## config.mk

```make
export PLATFORM = sky130hd
export DESIGN_NAME = sd_xfer_status_tracker
export DESIGN_NICKNAME = d
export VERILOG_FILES = /design/src/rtl/sd_xfer_pkg.sv /design/src/rtl/sd_blk_counter.sv /design/src/rtl/sd_status_flag.sv /design/src/rtl/sd_xfer_status_tracker.sv
export SDC_FILE = /design/constraint.sdc
export NUM_CORES = 1
export LEC_CHECK = 0
export ABC_AREA = 1
export BUFFER_PORTS_ARGS = -buffer_cell sky130_fd_sc_hd__buf_2
export CORE_MARGIN = 2
export CORE_UTILIZATION = 40
export DETAILED_ROUTE_END_ITERATION = 16
export GPL_TIMING_DRIVEN = 0
export PLACE_DENSITY = 0.62
export SETUP_SLACK_MARGIN = 0.1
export SYNTH_ARGS = -nofsm -noshare
export SYNTH_HDL_FRONTEND = slang
export SYNTH_HIERARCHICAL = 1
export SYNTH_SLANG_ARGS = --single-unit
export TNS_END_PERCENT = 10
```

## constraint.sdc

```tcl
create_clock -name clk -period 1.6 [get_ports clk]
set_input_delay 0.32 -clock clk [delete_from_list [all_inputs] [get_ports clk]]
set_output_delay 0.32 -clock clk [all_outputs]
set_load 0.005 [all_outputs]
```

## src/rtl/sd_xfer_pkg.sv

```systemverilog
package sd_xfer_pkg;

  typedef enum logic {DIR_RD = 1'b0, DIR_WR = 1'b1} xfer_dir_e;

  // Blocks the counter starts from: a single-block or zero-count transfer moves one block.
  function automatic int unsigned blocks_to_move(int unsigned prog, logic multi);
    return (!multi || prog == 0) ? 1 : prog;
  endfunction

endpackage

```

## src/rtl/sd_blk_counter.sv

```systemverilog
module sd_blk_counter #(
  parameter int CNT_W = 8
) (
  input  logic             clk,
  input  logic             rst_n,
  input  logic             load_i,
  input  logic [CNT_W-1:0] prog_i,
  input  logic             multi_i,
  input  logic             step_i,
  output logic             last_o,
  output logic [CNT_W-1:0] left_o
);
  import sd_xfer_pkg::*;

  logic [CNT_W-1:0] left_q;

  always_ff @(posedge clk or negedge rst_n) begin
    if (!rst_n)                      left_q <= '0;
    else if (load_i)                 left_q <= CNT_W'(blocks_to_move(32'(prog_i), multi_i));
    else if (step_i && left_q != '0) left_q <= left_q - 1'b1;
  end

  assign last_o = step_i && (left_q == CNT_W'(1));
  assign left_o = left_q;


  no_underflow_chk: assert property (@(posedge clk) disable iff (!rst_n)
    step_i |-> left_q != '0);

endmodule

```

## src/rtl/sd_status_flag.sv

```systemverilog
module sd_status_flag (
  input  logic clk,
  input  logic rst_n,
  input  logic set_i,
  input  logic clr_i,
  output logic q_o,
  output logic nxt_o,
  output logic rise_o,
  output logic fall_o
);
  logic q;

  assign nxt_o  = set_i | (q & ~clr_i);
  assign rise_o = nxt_o & ~q;
  assign fall_o = ~nxt_o & q;

  always_ff @(posedge clk or negedge rst_n) begin
    if (!rst_n) q <= 1'b0;
    else        q <= nxt_o;
  end

  assign q_o = q;


  set_wins_chk: assert property (@(posedge clk) disable iff (!rst_n)
    set_i |=> q_o);

endmodule

```

## src/rtl/sd_xfer_status_tracker.sv

```systemverilog
module sd_xfer_status_tracker #(
  parameter int CNT_W = 8
) (
  input  logic             clk,
  input  logic             rst_n,
  input  logic             rd_cmd_end_i,
  input  logic             wr_cmd_end_i,
  input  logic             rd_blk_done_i,
  input  logic             wr_crc_seen_i,
  input  logic             buf_space_i,
  input  logic             buf_full_i,
  input  logic             dma_mode_i,
  input  logic             resume_wr_i,
  input  logic             stop_gap_wr_i,
  input  logic [CNT_W-1:0] blk_count_i,
  input  logic             multi_blk_i,
  output logic             wbuf_open_o,
  output logic             rx_busy_o,
  output logic             tx_busy_o,
  output logic             wr_ready_irq_o,
  output logic             xfer_done_irq_o,
  output logic             gap_evt_irq_o
);
  import sd_xfer_pkg::*;

  xfer_dir_e        dir_q;
  logic             stop_pend_q;
  logic             rx_q, tx_q, tx_nxt, rx_nxt_unused;
  logic             rx_rise, rx_fall, tx_rise, tx_fall;
  logic             rd_blk_evt, wr_blk_evt, blk_step, last_blk, cmd_end, resume_ok;
  logic             rx_set, rx_clr, tx_set, tx_clr;
  logic [CNT_W-1:0] blocks_left;
  logic             wbuf_q, wbuf_nxt;
  logic             irq_wr_ready_q, irq_done_q, irq_gap_q;

  // Named internal events
  assign rd_blk_evt = rd_blk_done_i & rx_q;
  assign wr_blk_evt = wr_crc_seen_i & tx_q;
  assign blk_step   = rd_blk_evt | wr_blk_evt;
  assign cmd_end    = rd_cmd_end_i | wr_cmd_end_i;
  assign resume_ok  = resume_wr_i & stop_pend_q & ~rx_q & ~tx_q & (blocks_left != '0);

  assign rx_set = rd_cmd_end_i | (resume_ok & (dir_q == DIR_RD));
  assign rx_clr = rd_blk_evt & (last_blk | stop_pend_q);
  assign tx_set = wr_cmd_end_i | (resume_ok & (dir_q == DIR_WR));
  assign tx_clr = wr_blk_evt & (last_blk | stop_pend_q);

  sd_blk_counter #(.CNT_W(CNT_W)) u_cnt (
    .clk(clk), .rst_n(rst_n), .load_i(cmd_end), .prog_i(blk_count_i),
    .multi_i(multi_blk_i), .step_i(blk_step), .last_o(last_blk), .left_o(blocks_left)
  );

  sd_status_flag u_rx (
    .clk(clk), .rst_n(rst_n), .set_i(rx_set), .clr_i(rx_clr),
    .q_o(rx_q), .nxt_o(rx_nxt_unused), .rise_o(rx_rise), .fall_o(rx_fall)
  );

  sd_status_flag u_tx (
    .clk(clk), .rst_n(rst_n), .set_i(tx_set), .clr_i(tx_clr),
    .q_o(tx_q), .nxt_o(tx_nxt), .rise_o(tx_rise), .fall_o(tx_fall)
  );

  always_ff @(posedge clk or negedge rst_n) begin
    if (!rst_n) begin
      dir_q       <= DIR_RD;
      stop_pend_q <= 1'b0;
    end else begin
      if (wr_cmd_end_i)      dir_q <= DIR_WR;
      else if (rd_cmd_end_i) dir_q <= DIR_RD;
      if (cmd_end || resume_ok) stop_pend_q <= 1'b0;
      else if (stop_gap_wr_i)   stop_pend_q <= 1'b1;
    end
  end

  assign wbuf_nxt = tx_nxt & ~dma_mode_i & (buf_space_i | (wbuf_q & ~buf_full_i));

  always_ff @(posedge clk or negedge rst_n) begin
    if (!rst_n) begin
      wbuf_q         <= 1'b0;
      irq_wr_ready_q <= 1'b0;
      irq_done_q     <= 1'b0;
      irq_gap_q      <= 1'b0;
    end else begin
      wbuf_q         <= wbuf_nxt;
      irq_wr_ready_q <= wbuf_nxt & ~wbuf_q;
      irq_done_q     <= rx_fall | (tx_fall & last_blk);
      irq_gap_q      <= tx_fall & ~last_blk;
    end
  end

  assign wbuf_open_o     = wbuf_q;
  assign rx_busy_o       = rx_q;
  assign tx_busy_o       = tx_q;
  assign wr_ready_irq_o  = irq_wr_ready_q;
  assign xfer_done_irq_o = irq_done_q;
  assign gap_evt_irq_o   = irq_gap_q;


  rx_fall_done_chk: assert property (@(posedge clk) disable iff (!rst_n)
    $fell(rx_busy_o) |-> xfer_done_irq_o);

  gap_from_tx_fall_chk: assert property (@(posedge clk) disable iff (!rst_n)
    gap_evt_irq_o |-> $fell(tx_busy_o) && !xfer_done_irq_o);

  wbuf_needs_tx_chk: assert property (@(posedge clk) disable iff (!rst_n)
    wbuf_open_o |-> tx_busy_o);

  wbuf_rise_irq_chk: assert property (@(posedge clk) disable iff (!rst_n)
    $rose(wbuf_open_o) |-> wr_ready_irq_o);

  rx_set_chk: assert property (@(posedge clk) disable iff (!rst_n)
    rd_cmd_end_i |=> rx_busy_o);

endmodule

```

# Word-level counts from Yosys, hierarchy flattened

Cells that the tools add are included.

Bits of input ports: 20
Word-level logic and storage cells: 68
Output and inout bits: 6
Register bits: 16

Add/subtract/negate cells: 1
Reductions and logical operators: 10
Mux-type cells: 7
Eq/ne operators: 1
Bitwise logic cells: 40

Operators by type and width:

| cell                | number |
|---|---|
| $mux 8              | 3 |
| $and 1x1->1         | 20 |
| $not 1->1           | 11 |
| $or 1x1->1          | 9 |
| $eq 8x1->1 const B  | 1 |
| $logic_not 8->1     | 1 |
| $reduce_bool 8->1   | 1 |
| $sub 8x1->8 const B | 1 |
| $reduce_bool 2->1   | 3 |
| $mux 1              | 4 |
| $logic_and 1x1->1   | 2 |
| $logic_or 1x1->1    | 2 |
| $logic_not 1->1     | 1 |

# Longest topological paths before layout

Word-level depth: 12
Mapped depth: 12
Depth with buffers taken out: 12

# Modules after synthesis

The synthesis kept the hierarchy.

By module, submodules not included:

| module                 | cells an instance | instances | area each (um2) | sequential area each (um2) |
|---|---|---|---|---|
| sd_blk_counter         | 114               | 1         | 690.7           | 200.2 |
| sd_xfer_status_tracker | 52                | 1         | 351.6           | 150.1 |
| sd_status_flag         | 8                 | 2         | 53.8            | 25.0 |

# Worst setup path after synthesis

Ideal clock, no wire load.

Path kind: reg2reg
Start point: register u_rx.q (netlist: u_rx/q_o)
End point: register irq_wr_ready_q (netlist: wr_ready_irq_o)
Cell stages (with the launch flop): 13
Data arrival time: 1.633 ns
Clock period less this slack: 1.756 ns
Setup slack: -0.156 ns
Path through: dfrtp_1 -> inv_1 -> o21ai_0 -> nand3_1 -> nor2_1 -> inv_1 -> a21oi_1 -> inv_1 -> nand2_1 -> nand2_1 -> inv_1 -> or2_0 -> nor3_1

Word-level cells in the longest chain between the ends: 11

Ends and longest elaborated chain:

| element                  | line                         | text |
|---|---|---|
| from (decl)              | sd_status_flag.sv:11         | `logic q;` |
| from (signal assigned)   | sd_status_flag.sv:19         | `else q <= nxt_o;` |
| $and 1x1->1              | sd_xfer_status_tracker.sv:37 | `assign rd_blk_evt = rd_blk_done_i & rx_q;` |
| $or 1x1->1               | sd_xfer_status_tracker.sv:39 | `assign blk_step = rd_blk_evt \| wr_blk_evt;` |
| via blk_step             | sd_xfer_status_tracker.sv:30 | `logic rd_blk_evt, wr_blk_evt, blk_step, last_blk, cmd_end, resume_ok;` |
| $logic_and 1x1->1        | sd_blk_counter.sv:23         | `assign last_o = step_i && (left_q == CNT_W'(1));` |
| via last_blk             | sd_xfer_status_tracker.sv:30 |  |
| $or 1x1->1               | sd_xfer_status_tracker.sv:46 | `assign tx_clr = wr_blk_evt & (last_blk \| stop_pend_q);` |
| $and 1x1->1              | sd_xfer_status_tracker.sv:46 |  |
| via tx_clr               | sd_xfer_status_tracker.sv:31 | `logic rx_set, rx_clr, tx_set, tx_clr;` |
| $not 1->1                | sd_status_flag.sv:13         | `assign nxt_o = set_i \| (q & ~clr_i);` |
| $and 1x1->1              | sd_status_flag.sv:13         |  |
| $or 1x1->1               | sd_status_flag.sv:13         |  |
| via tx_nxt               | sd_xfer_status_tracker.sv:28 | `logic rx_q, tx_q, tx_nxt, rx_nxt_unused;` |
| $and 1x1->1 (2 in a row) | sd_xfer_status_tracker.sv:75 | `assign wbuf_nxt = tx_nxt & ~dma_mode_i & (buf_space_i \| (wbuf_q & ~buf_full_i));` |
| $and 1x1->1              | sd_xfer_status_tracker.sv:85 | `irq_wr_ready_q <= wbuf_nxt & ~wbuf_q;` |
| to (signal assigned)     | sd_xfer_status_tracker.sv:85 |  |
| to (decl)                | sd_xfer_status_tracker.sv:34 | `logic irq_wr_ready_q, irq_done_q, irq_gap_q;` |

The timed path passes the listed nets, and every way through them passes these cells.
A chain may end at the register's enable or synchronous reset.

# Worst setup path in the final report

Start point: register u_cnt.left_q[3] (netlist: u_cnt/left_o[3])
End point: register irq_wr_ready_q (netlist: wr_ready_irq_o)

Word-level cells in the longest chain between the ends: 10

Ends and longest elaborated chain:

| element                  | line                         | text |
|---|---|---|
| from (decl)              | sd_blk_counter.sv:15         | `logic [CNT_W-1:0] left_q;` |
| from (signal assigned)   | sd_blk_counter.sv:19         | `else if (load_i) left_q <= CNT_W'(blocks_to_move(32'(prog_i), multi_i));` |
| from (signal assigned)   | sd_blk_counter.sv:20         | `else if (step_i && left_q != '0) left_q <= left_q - 1'b1;` |
| $eq 8x1->1               | sd_blk_counter.sv:23         |  |
| $logic_and 1x1->1        | sd_blk_counter.sv:23         |  |
| via last_blk             | sd_xfer_status_tracker.sv:30 |  |
| $or 1x1->1               | sd_xfer_status_tracker.sv:46 |  |
| $and 1x1->1              | sd_xfer_status_tracker.sv:46 |  |
| via tx_clr               | sd_xfer_status_tracker.sv:31 |  |
| $not 1->1                | sd_status_flag.sv:13         |  |
| $and 1x1->1              | sd_status_flag.sv:13         |  |
| $or 1x1->1               | sd_status_flag.sv:13         |  |
| via tx_nxt               | sd_xfer_status_tracker.sv:28 |  |
| $and 1x1->1 (2 in a row) | sd_xfer_status_tracker.sv:75 |  |
| $and 1x1->1              | sd_xfer_status_tracker.sv:85 |  |

The timed path passes the listed nets, and every way through them passes these cells.

==> flow_summary.ini <==
[floorplan]
die_h_um = 57.4
dieArea_sq_um = 3290
ios = 26
num_rows = 19
start_util_pct = 41.7
coreArea_sq_um = 2730
fp.dieW_um = 57.4

[grt]
grt_use_total_pct = 18.3
grt_pass1_vias = 1165
grt.overflow.total = 0
antenna_found_initial = 0
grt_max_degree = 17
grt_pass1_wl_um = 4790

[run]
drv_cap = 0

[worst_setup_path]
reg2reg_slack_ps = 20
worstSetupPathType = register to register
end_kind = register
worstPathArrival_ps = 1760
reg2reg_from = u_cnt/left_o[3]
max_stage_delay_ps = 450
cp_slowest_cell = dfrtp_2
cp-endpoint = wr_ready_irq_o
rr_endpoint = wr_ready_irq_o
cp_max_fo = 5
startpoint = u_cnt/left_o[3]
worstPathRequired_ps = 1780
cp_cell_sequence = nor2_4 > nand3_4 > nor2_4 > inv_2 > a21oi_2 > inv_1 > nand2_1 > nand2_2 > inv_2 > or2_1 > nor3_2
cp.depth = 11
crit_path_start_kind = register
crit_buf_inv = 3
crit_family = simple AND/OR/NAND/NOR gates
reg2reg_depth = 11

[timing]
fmax_mhz = 633
setup_violations = 0
maxSlewViolCount = 0
skew_ps = 0.730
period_share_pct = 98.8
hold_violations = 0
rsz0062_at_grt = true
setup_ws_ps = 19.0
worst_pin_slew_ps = 357
fin_crit_ps = 1580
slew_headroom_pct = 76.2

[power_and_ir_drop]
power.density_nw_per_um2 = 722
leakage_nw = 0.951
power_w = 0.00119
worst_ir_drop_vdd_mv = 0.722

[clock_network]
htreeDepth = 1
cts-root-buf = clkbuf_4
cts_max_path_buffers = 2
cts_buffers = 3
path_clk_slew_ps = 90
cts_tree = yes
clk_latency_ps = 280
clkSinkCount = 16

[synth]
syn_inst = 180
yosys_warnings = 6
syn-num-nets = 202
netlist_area_sq_um = 1140
syn_area_per_cell_sq_um = 6.33

[detailed_routing]
drt-total-wl_um = 3040
wl_per_cell_um = 11.5
avgViaCountPerCell = 4.95
drcViolationCount = 0
first_pass_iters = 5
vias = 1311
drtAntennaViolNets = 0
drt-initial-drc-count = 47

[final_layout]
areaGrowthSynthToFinish_pct = 44.0
multi_input_area_sq_um = 656
nFillCells = 263
fin_nets = 257
fin_area_sq_um = 1640
drive_gt1_share_pct = 35.9
utilization_pct = 60.0
ff_latch_area_sq_um = 405
diodes = 0

[place]
post-place-ws_ps = -81.3
placed_area_sq_um = 1310
dpl.hpwl_um = 2000
place_congestion = 0.816
io_buffers = 25

[run_status]
outcome = complete, no violations

[min_path]
min-delay-start = dma_mode_i
hold_path.class = input port to register
hold-path-cell-count = 2
## layout by cell type (no fill, tap or decap), drive strengths merged
master,n
o21ai,9
ha,2
a211oi,1
clkbuf,4
o21bai,2
a21oi,3
nor2,15
inv,44
dlygate4sd3,1
buf,51
dfrtp,16
nor3,3
nand4,3
or2,1
nand3,28
nand2,51
## area by class of cell
type / instances / share of cell area, %
multi-input cells: 118 / 39.9
flip-flops and latches: 16 / 24.7
repair buffers: 50 / 20.1
inverters: 44 / 10.1
well taps: 31 / 2.36
clock buffers: 4 / 2.21
plain buffers: 2 / 0.610
## stage by stage
step / hold slack [ps] / cells / setup TNS, ps
6_report: 194 / 265 / 0
5_1_grt: 189 / 265 / -185
4_1_cts: 185 / 256 / 0
3_5_place_dp: 250 / 236 / -194
3_3_place_gp: 247 / 236 / -105
2_1_floorplan: 24.4 / 180 / 0
## worst min-delay path by stage
stage,endpoint,slack [ps]
detailed placement,u_cnt/left_o[6],250
global route,wbuf_open_o,190
floorplan,dir_q,20
finish,wbuf_open_o,190
CTS,wbuf_open_o,190
global placement,u_cnt/left_o[5],250
## flip-flops by register name, indices dropped and copies added, names as in the netlist
signal,cells
wbuf_open_o,1
xfer_done_irq_o,1
u_tx/q_o,1
u_cnt/left_o,8
u_rx/q_o,1
gap_evt_irq_o,1
wr_ready_irq_o,1
dir_q,1
stop_pend_q,1
## power by group
group	switching, W	internal, W	leakage (nW)
sequential	0.0000447	0.000443	0.192
combinational	0.000239	0.000197	0.738
clock	0.000123	0.000139	0.0210
## layer usage
metal	track usage [%]	part of all wire, %	wire length [um]	vias to the layer above
met2	31.2	51	1560	38
li1	-	-	-	661
met5	0	0	0	-
met3	4.76	5.1	155	4
met1	23.8	43	1300	608
met4	2.99	0.82	25	0
## what timing repair did
item / 4_1_cts / 5_1_grt
endpoints found under the hold margin: 16 / 0
resized for setup: 14 / 19
endpoints found under the setup margin: 13 / 14
pin swaps: 8 / 15
hold buffers: 1 / 0
setup buffers: 15 / 10
No activity file was read; power rests on OpenSTA's default activity.
